### src/rtl/mw_erase_pkg.sv
package mw_erase_pkg;

    typedef enum logic [1:0] {
        PH_IDLE,
        PH_SHIFT,
        PH_READ,
        PH_HOLD
    } phase_e;

    localparam logic [1:0] OP_READ  = 2'b10;
    localparam logic [1:0] OP_ERASE = 2'b11;
    localparam logic [1:0] OP_MISC  = 2'b00;

    localparam logic [1:0] SUB_WEN_ON  = 2'b11;
    localparam logic [1:0] SUB_WEN_OFF = 2'b00;
    localparam logic [1:0] SUB_ALL     = 2'b10;

endpackage

### src/rtl/mw_sync_edge.sv
module mw_sync_edge #(
    parameter int W = 3
) (
    input  logic         clk,
    input  logic         rst_n,
    input  logic [W-1:0] raw,
    output logic [W-1:0] lvl,
    output logic [W-1:0] rise
);
    logic [W-1:0] s1_q, s2_q, pv_q;
    logic [W-1:0] s1_d, s2_d, pv_d;

    always_comb begin
        s1_d = raw;
        s2_d = s1_q;
        pv_d = s2_q;
    end

    always_ff @(posedge clk or negedge rst_n) begin
        if (!rst_n) begin
            s1_q <= '0;
            s2_q <= '0;
            pv_q <= '0;
        end else begin
            s1_q <= s1_d;
            s2_q <= s2_d;
            pv_q <= pv_d;
        end
    end

    assign lvl  = s2_q;
    assign rise = s2_q & ~pv_q;

endmodule

### src/rtl/mw_erase_timer.sv
module mw_erase_timer #(
    parameter int ONE_CYC = 200,
    parameter int ALL_CYC = 600
) (
    input  logic clk,
    input  logic rst_n,
    input  logic start_one,
    input  logic start_all,
    output logic busy
);
    localparam int MAXC = (ALL_CYC > ONE_CYC) ? ALL_CYC : ONE_CYC;
    localparam int CW   = $clog2(MAXC + 1);

    logic [CW-1:0] cnt_q, cnt_d;

    always_comb begin
        cnt_d = cnt_q;
        if (start_all)
            cnt_d = CW'(ALL_CYC);
        else if (start_one)
            cnt_d = CW'(ONE_CYC);
        else if (cnt_q != '0)
            cnt_d = cnt_q - CW'(1);
    end

    always_ff @(posedge clk or negedge rst_n) begin
        if (!rst_n) cnt_q <= '0;
        else        cnt_q <= cnt_d;
    end

    assign busy = (cnt_q != '0);

    // a started erase is busy on the following cycle
    a_r4_busy_after_start: assert property (@(posedge clk) disable iff (!rst_n)
        (start_one || start_all) |=> busy);

endmodule

### src/rtl/mw_word_array.sv
module mw_word_array #(
    parameter int ADDR_W = 4,
    parameter int DATA_W = 8
) (
    input  logic              clk,
    input  logic              rst_n,
    input  logic              clr_one,
    input  logic              clr_all,
    input  logic [ADDR_W-1:0] addr,
    output logic [DATA_W-1:0] rdata
);
    localparam int DEPTH = 1 << ADDR_W;

    logic [DATA_W-1:0] words_q [DEPTH];
    logic [DATA_W-1:0] words_d [DEPTH];

    always_comb begin
        words_d = words_q;
        if (clr_all) begin
            for (int i = 0; i < DEPTH; i++) words_d[i] = '1;
        end else if (clr_one) begin
            words_d[addr] = '1;
        end
    end

    always_ff @(posedge clk or negedge rst_n) begin
        if (!rst_n) begin
            for (int i = 0; i < DEPTH; i++) words_q[i] <= DATA_W'(i * 37 + 5);
        end else begin
            words_q <= words_d;
        end
    end

    assign rdata = words_q[addr];

    // the addressed word holds all ones after a single-word erase
    a_r1_word_cleared: assert property (@(posedge clk) disable iff (!rst_n)
        clr_one |=> (words_q[$past(addr)] == '1));

    // both ends of the array hold all ones after an erase-all
    a_r2_array_cleared: assert property (@(posedge clk) disable iff (!rst_n)
        clr_all |=> (words_q[0] == '1 && words_q[DEPTH-1] == '1));

endmodule

### src/rtl/mw_erase_engine.sv
module mw_erase_engine
    import mw_erase_pkg::*;
#(
    parameter int ADDR_W    = 4,
    parameter int DATA_W    = 8,
    parameter int ERASE_CYC = 200,
    parameter int ERAL_CYC  = 600,
    parameter int CSL_MIN   = 4
) (
    input  logic clk,
    input  logic rst_n,
    input  logic cs_in,
    input  logic sck_in,
    input  logic sdi_in,
    output logic sdo,
    output logic sdo_oe
);
    localparam int FRAME = 2 + ADDR_W;
    localparam int CNT_W = $clog2(FRAME + 1);
    localparam int CSL_W = $clog2(CSL_MIN + 1);

    typedef struct packed {
        phase_e            ph;
        logic [CNT_W-1:0]  cnt;
        logic [FRAME-1:0]  sh;
        logic              wen;
        logic              stat;
        logic              arm;
        logic [DATA_W-1:0] rd;
        logic [CSL_W-1:0]  csl;
    } st_t;

    st_t q, d;

    logic [2:0]        lvl, rise;
    logic              cs, cs_rise, sck_rise, sdi;
    logic              busy;
    logic              go_one, go_all;
    logic [FRAME-1:0]  full;
    logic [ADDR_W-1:0] addr;
    logic [1:0]        op, sub;
    logic [DATA_W-1:0] rdata;

    mw_sync_edge #(.W(3)) u_sync (
        .clk  (clk),
        .rst_n(rst_n),
        .raw  ({sdi_in, sck_in, cs_in}),
        .lvl  (lvl),
        .rise (rise)
    );

    assign cs       = lvl[0];
    assign cs_rise  = rise[0];
    assign sck_rise = rise[1];
    assign sdi      = lvl[2];

    assign full = {q.sh[FRAME-2:0], sdi};
    assign addr = full[ADDR_W-1:0];
    assign op   = full[FRAME-1 -: 2];
    assign sub  = full[ADDR_W-1 -: 2];

    always_comb begin
        d      = q;
        go_one = 1'b0;
        go_all = 1'b0;
        if (!cs) begin
            d.ph   = PH_IDLE;
            d.cnt  = '0;
            d.stat = 1'b0;
            if (q.stat && !busy) d.arm = 1'b0;
            if (q.csl != CSL_W'(CSL_MIN)) d.csl = q.csl + CSL_W'(1);
        end else begin
            d.csl = '0;
            if (cs_rise && (q.csl >= CSL_W'(CSL_MIN)) && (busy || q.arm))
                d.stat = 1'b1;
            if (sck_rise && !busy) begin
                unique case (q.ph)
                    PH_IDLE: if (sdi) begin
                        d.ph  = PH_SHIFT;
                        d.cnt = '0;
                    end
                    PH_SHIFT: begin
                        d.sh  = full;
                        d.cnt = q.cnt + CNT_W'(1);
                        if (q.cnt == CNT_W'(FRAME - 1)) begin
                            d.ph = PH_HOLD;
                            unique case (op)
                                OP_READ: begin
                                    d.ph = PH_READ;
                                    d.rd = rdata;
                                end
                                OP_ERASE: if (q.wen) begin
                                    go_one = 1'b1;
                                    d.arm  = 1'b1;
                                end
                                OP_MISC: begin
                                    if (sub == SUB_WEN_ON)  d.wen = 1'b1;
                                    if (sub == SUB_WEN_OFF) d.wen = 1'b0;
                                    if (sub == SUB_ALL && q.wen) begin
                                        go_all = 1'b1;
                                        d.arm  = 1'b1;
                                    end
                                end
                                default: ;
                            endcase
                        end
                    end
                    PH_READ: d.rd = {q.rd[DATA_W-2:0], 1'b0};
                    default: ;
                endcase
            end
        end
    end

    always_ff @(posedge clk or negedge rst_n) begin
        if (!rst_n) begin
            q <= '0;
        end else begin
            q <= d;
        end
    end

    mw_erase_timer #(.ONE_CYC(ERASE_CYC), .ALL_CYC(ERAL_CYC)) u_timer (
        .clk      (clk),
        .rst_n    (rst_n),
        .start_one(go_one),
        .start_all(go_all),
        .busy     (busy)
    );

    mw_word_array #(.ADDR_W(ADDR_W), .DATA_W(DATA_W)) u_array (
        .clk    (clk),
        .rst_n  (rst_n),
        .clr_one(go_one),
        .clr_all(go_all),
        .addr   (addr),
        .rdata  (rdata)
    );

    assign sdo_oe = q.stat || (q.ph == PH_READ);
    assign sdo    = q.stat ? !busy : q.rd[DATA_W-1];

    // a deselected port releases data-out on the next cycle
    a_r7_release_on_deselect: assert property (@(posedge clk) disable iff (!rst_n)
        !cs |=> !sdo_oe);

    // no erase is launched while one is still running
    a_r9_no_start_while_busy: assert property (@(posedge clk) disable iff (!rst_n)
        !((go_one || go_all) && busy));

    // an erase is launched only with write-enable set
    a_r8_start_needs_enable: assert property (@(posedge clk) disable iff (!rst_n)
        (go_one || go_all) |-> q.wen);

    // status output turns on only after a chip-select rising edge
    a_r5_status_after_select: assert property (@(posedge clk) disable iff (!rst_n)
        $rose(q.stat) |-> $past(cs_rise));

endmodule

### config.mk
export PLATFORM = sky130hd
export DESIGN_NAME = mw_erase_engine
export DESIGN_NICKNAME = d
export VERILOG_FILES = /design/src/rtl/mw_erase_pkg.sv /design/src/rtl/mw_sync_edge.sv /design/src/rtl/mw_erase_timer.sv /design/src/rtl/mw_word_array.sv /design/src/rtl/mw_erase_engine.sv
export SDC_FILE = /design/constraint.sdc
export NUM_CORES = 1
export LEC_CHECK = 0
export ABC_AREA = 1
export BUFFER_PORTS_ARGS = -buffer_cell sky130_fd_sc_hd__buf_2
export CAP_MARGIN = 5
export CORE_MARGIN = 5
export CORE_UTILIZATION = 35
export DETAILED_ROUTE_END_ITERATION = 10
export PLACE_DENSITY_LB_ADDON = 0.3
export REMOVE_ABC_BUFFERS = 1
export SLEW_MARGIN = 30
export SYNTH_ARGS = -nofsm -noshare
export SYNTH_HDL_FRONTEND = slang
export SYNTH_SLANG_ARGS = --single-unit
### constraint.sdc
create_clock -name clk -period 3 [get_ports clk]
set_input_delay 0.6 -clock clk [delete_from_list [all_inputs] [get_ports clk]]
set_output_delay 0.6 -clock clk [all_outputs]
set_load 0.02 [all_outputs]
=== Word-level counts from Yosys, hierarchy flattened ===
Cells that the tools add are included.

* Bits in registers: 171
* Bits of input ports: 5
* Output and inout port bits: 2
* Logic and storage cells: 130

* Add/sub/neg operators: 3
* $lt $le $gt $ge: 3
* Equal/unequal tests: 20
* Multiplexer cells: 47
* Bitwise operators: 4
* Reductions and logical operators: 25

{| class="wikitable"
|+ Operator list
! operator !! count
|-
| $mux W128 || 2
|-
| $or A128 B128 Y128 || 1
|-
| $bmux W8 S4 || 1
|-
| $demux W8 S4 || 1
|-
| $mux W8 || 4
|-
| $mux W10 || 3
|-
| $mux W1 || 23
|-
| $mux W9 || 2
|-
| $ne A3 B3 Y1 const B || 6
|-
| $pmux W8 S2 || 1
|-
| $mux W12 || 1
|-
| $eq A2 B2 Y1 const B || 5
|-
| $mux W5 || 2
|-
| $ne A2 B2 Y1 const B || 5
|-
| $pmux W5 S2 || 1
|-
| $reduce_bool A10 Y1 || 1
|-
| $reduce_bool A2 Y1 || 5
|-
| $sub A10 B1 Y10 const B || 1
|-
| $mux W7 || 1
|-
| $reduce_and A7 Y1 || 1
|-
| $add A3 B1 Y3 const B || 2
|-
| $logic_and A1 B1 Y1 || 6
|-
| $logic_not A2 Y1 || 3
|-
| $mux W3 || 2
|-
| other kinds (19) || 22
|}

=== Logic depth before layout (Yosys ltp) ===
* Word-level depth: 9
* Depth in mapped cells: 12
* Mapped depth without buffers: 9

=== Hierarchy ===
From an unflattened synthesis, not the netlist that was laid out.

* Cell total of the unflattened synthesis: 1,040
* Area total of the unflattened synthesis: 8,055.2 µm²

{| class="wikitable"
|+ Modules (own cells, without submodules)
! module !! instances !! cells an instance !! area an instance (µm²) !! sequential area each (µm²)
|-
| mw_word_array || 1 || 787 || 5,895.7 || 3,278.1
|-
| mw_erase_engine || 1 || 163 || 1,300.0 || 600.6
|-
| mw_erase_timer || 1 || 75 || 604.3 || 250.2
|-
| mw_sync_edge || 1 || 15 || 255.2 || 225.2
|}

=== Worst setup path before layout ===
OpenSTA, ideal clock, no wires.

* Path type: register to output
* Start: register u_timer.cnt_q[0]
* End: output port sdo
* Arrival time: 1,365 ps
* Data required time: 2,400 ps
* Slack: 1,035 ps
* Stages on the path, launching flop included: 8
* Buffers on the path: 0
* Cells stage by stage: dfrtp_1 -> inv_1 -> ha_1 -> nor3b_2 -> nand2_2 -> inv_1 -> nand2_1 -> nand2_1

* Word-level cells in the longest chain between the ends: 3

{| class="wikitable"
|+ RTL lines
! item !! line !! RTL
|-
| start: declaration || mw_erase_timer.sv:14 || <nowiki>logic [CW-1:0] cnt_q, cnt_d;</nowiki>
|-
| start signal: assignment || mw_erase_timer.sv:28 || <nowiki>else cnt_q <= cnt_d;</nowiki>
|-
| $reduce_bool A10 Y1 || mw_erase_timer.sv:31 || <nowiki>assign busy = (cnt_q != '0);</nowiki>
|-
| $logic_not A1 Y1 || mw_erase_engine.sv:141 || <nowiki>assign sdo = q.stat ? !busy : q.rd[DATA_W-1];</nowiki>
|-
| $mux W1 || mw_erase_engine.sv:141 ||
|-
| end: declaration || mw_erase_engine.sv:15 || <nowiki>output logic sdo,</nowiki>
|}

No other way between the ends.

=== Worst setup path after layout ===
Same ends and word-level chain as after synthesis.

==> results.cfg <==
[timing]
max_freq_ghz = 0.3702
finalHoldViolations = 0
setup_slack_ns = 0.2990
finalCriticalPeriod_ns = 2.701
slew_headroom = 0.5519
setup_viol = 0
tns_ns = 0
rsz0062_at_grt = no
drv_slew = 0
tightest_slew_ns = 0.6696
whs_ns = 0.1552
min_period_over_period = 0.9003
clock_skew_ns = 0.01108

[setup_path]
crit_family = simple AND/OR/NAND/NOR gates
worstSetupStartpoint = u_timer.cnt_q[0]
crit_type = register to primary output
worstPathArrival_ns = 2.10
max_stage_delay_ns = 0.39
path_buf_inv = 3
crit_fanout = 6
start_kind = register
cp.required_ns = 2.40
crit_chain = inv_1 > ha_1 > nor3b_2 > nand2_2 > inv_1 > nand2_1 > nand2_1 > buf_2
rr_startpoint = u_timer.cnt_q[0]
slowest_stage = dfrtp_1
end_kind = primary output

[yosys]
synth_top_cell_area_share = 0.3453
synth.avg_cell_area_um2 = 8.392
synthArstFlopShare = 1.000
synthCells = 950
ys_top_cells_by_area = dfrtp_1 35%, dfstp_2 20%, nand2_1 15%
ys_seq_elements = 170
synthesis.area_um2 = 7973
yosys-top-cells-count = 327 x nand2_1, 110 x dfrtp_1, 96 x nand3_1
ys_types = 34
synth.most_common_cell = nand2_1
ys_seq_area_frac = 0.5430
synth_flop_cell = dfrtp_1
yosysWarnings = 0
synth_area_leader_cell = dfrtp_1
synth_edf_count = 0

[route]
avgViaCountPerCell = 4.789
routed_wl_um = 18420
drt_iter0_markers = 504
postRouteAntennaNets = 0
remaining_drc_errors = 0
dr.pass1.iters = 4
avgRoutedWirePerCell_um = 14.78
vias = 5967

[power]
power_per_cell_area_nw_per_um2 = 548.5
ir_worst_vdd_mv = 0.3668
power_leakage_nw = 4.741

[clock_network]
cts_hold_buffers = 0
clock-sinks = 170
clkLatencyLatePin_ns = 0.43
cts_resized = 0
clockRootBuffer = clkbuf_16
path_clk_slew_ns = 0.06
clockBufferDepth = 2
cts_made_buffers = 17
htree_num_levels = 4
cts_tree = built
cts_setup_buffers = 0

[global_route]
grt_pass1_vias = 5789
track_usage = 0.1495
gr-total-overflow = 0
grt_pass1_wl_um = 31220
antenna_found_initial = 0
grt_max_degree = 68

[floorplan]
die_h_um = 160.9
core_area_um2 = 22500
dieArea_um2 = 25900
initial_utilization = 0.3543
boundaryPins = 7
die_w_um = 160.9
num_rows = 55

[placement]
placedInstanceArea_um2 = 8293
port_buffers = 6
dp_slack_ns = 0.6736
dp_hpwl_um = 12200
place_congestion = 0.8664

[run]
max_cap_violations = 0

[final_layout]
n_fill_cell = 2211
post-route-util = 0.3974
antennaDiodeCount = 0
layout-drive-gt1-share = 0.1457
final_nets = 966
fin_area_um2 = 8944
area_growth_pct = 12.18

[run_status]
status = finished clean

[min_path]
min_path_type = input pin to async pin
-- cells in the final DEF (no fill, tap or decap), drive strengths merged --
| master | synthesis | routed |
|---|---|---|
| a21oi | 13 | 13 |
| a31oi | 1 | 1 |
| buf | 26 | 20 |
| bufinv | 0 | 4 |
| clkbuf | 15 | 23 |
| clkinv | 2 | 6 |
| clkinvlp | 0 | 1 |
| dfrtp | 110 | 110 |
| dfstp | 60 | 60 |
| ha | 13 | 13 |
| inv | 69 | 69 |
| nand2 | 331 | 331 |
| nand3 | 105 | 105 |
| nand3b | 39 | 39 |
| nand4 | 6 | 6 |
| nor2 | 103 | 103 |
| nor3 | 12 | 12 |
| nor3b | 1 | 1 |
| o211ai | 1 | 1 |
| o21a | 1 | 1 |
| o21ai | 31 | 31 |
| o31ai | 2 | 2 |
| or2 | 2 | 2 |
| xnor2 | 3 | 3 |
| xor2 | 4 | 4 |
-- final timing paths --
kind | end | slack [ns] | cells after the start
hold / removal | u_array.words_q[12] | 0.16 | 1
max in group asynchronous | u_array.words_q[56] | 2.04 | 2
min in group clk | u_sync.s1_q[2] | 0.28 | 1
setup reg to reg | u_array.words_q[4] | 0.66 | 9
hold reg to reg | u_sync.lvl[0] | 0.35 | 0
setup / recovery | sdo | 0.30 | 8
-- stage by stage --
| step | power (mW) | std cells |
|---|---|---|
| 2_1_floorplan | 2.454 | 909 |
| 3_3_place_gp | 2.557 | 1214 |
| 3_5_place_dp | 2.560 | 1214 |
| 4_1_cts | 4.971 | 1246 |
| 5_1_grt | 5.095 | 1246 |
| 6_report | 4.905 | 1246 |
-- worst reg2reg max path, stage by stage (launching register included) --
cell and delay (ns):
dfrtp_1 0.39, inv_1 0.13, ha_1 0.19, nor3b_2 0.25, nand4_2 0.45, inv_2 0.23
nand2_2 0.14, nor2_2 0.15, nand2_1 0.21, nand2_1 0.13
-- kinds of logic after synthesis --
family | after synthesis | share of synthesized area
AOI/OAI and AO/OA | 49 | 0.03217
xor gates and xnor gates | 7 | 0.007690
adders and majority gates | 13 | 0.02040
buffers and inverters | 112 | 0.06058
DFF | 170 | 0.5430
and+or+nand+nor | 599 | 0.3362
-- layer usage --
layer	wire length, µm	GRT usage	share of wire
met3	661	0.02874	0.036
met1	9351	0.2259	0.51
met2	8078	0.2160	0.44
met4	324	0.04731	0.018
met5	0	0	0
-- layout make-up --
type                    count  area (µm²)  area share
flip-flops and latches    170        4330      0.4842
multi-input cells         668        3161      0.3534
clock buffers              23       488.0     0.05456
well taps                 285       356.6     0.03987
inverters                  71       266.5     0.02980
repair buffers             20       178.9     0.02001
clock inverters             9       162.7     0.01819
-- power by group --
part	switching [mW]	internal (mW)	leakage (nW)
logic	0.137	0.0408	2.29
clock network	0.900	1.49	0.314
registers	0.0218	2.32	2.13
total	1.06	3.85	4.74
-- registers in the layout, summed over array words and instances, names as in the netlist --
| name | count |
|---|---|
| full | 2 |
| u_array.words_q | 128 |
| q | 19 |
| addr | 3 |
| u_sync.lvl | 3 |
| u_sync.pv_q | 2 |
| u_timer.cnt_q | 10 |
| u_sync.s1_q | 3 |
(Power assumes the default switching activity.)
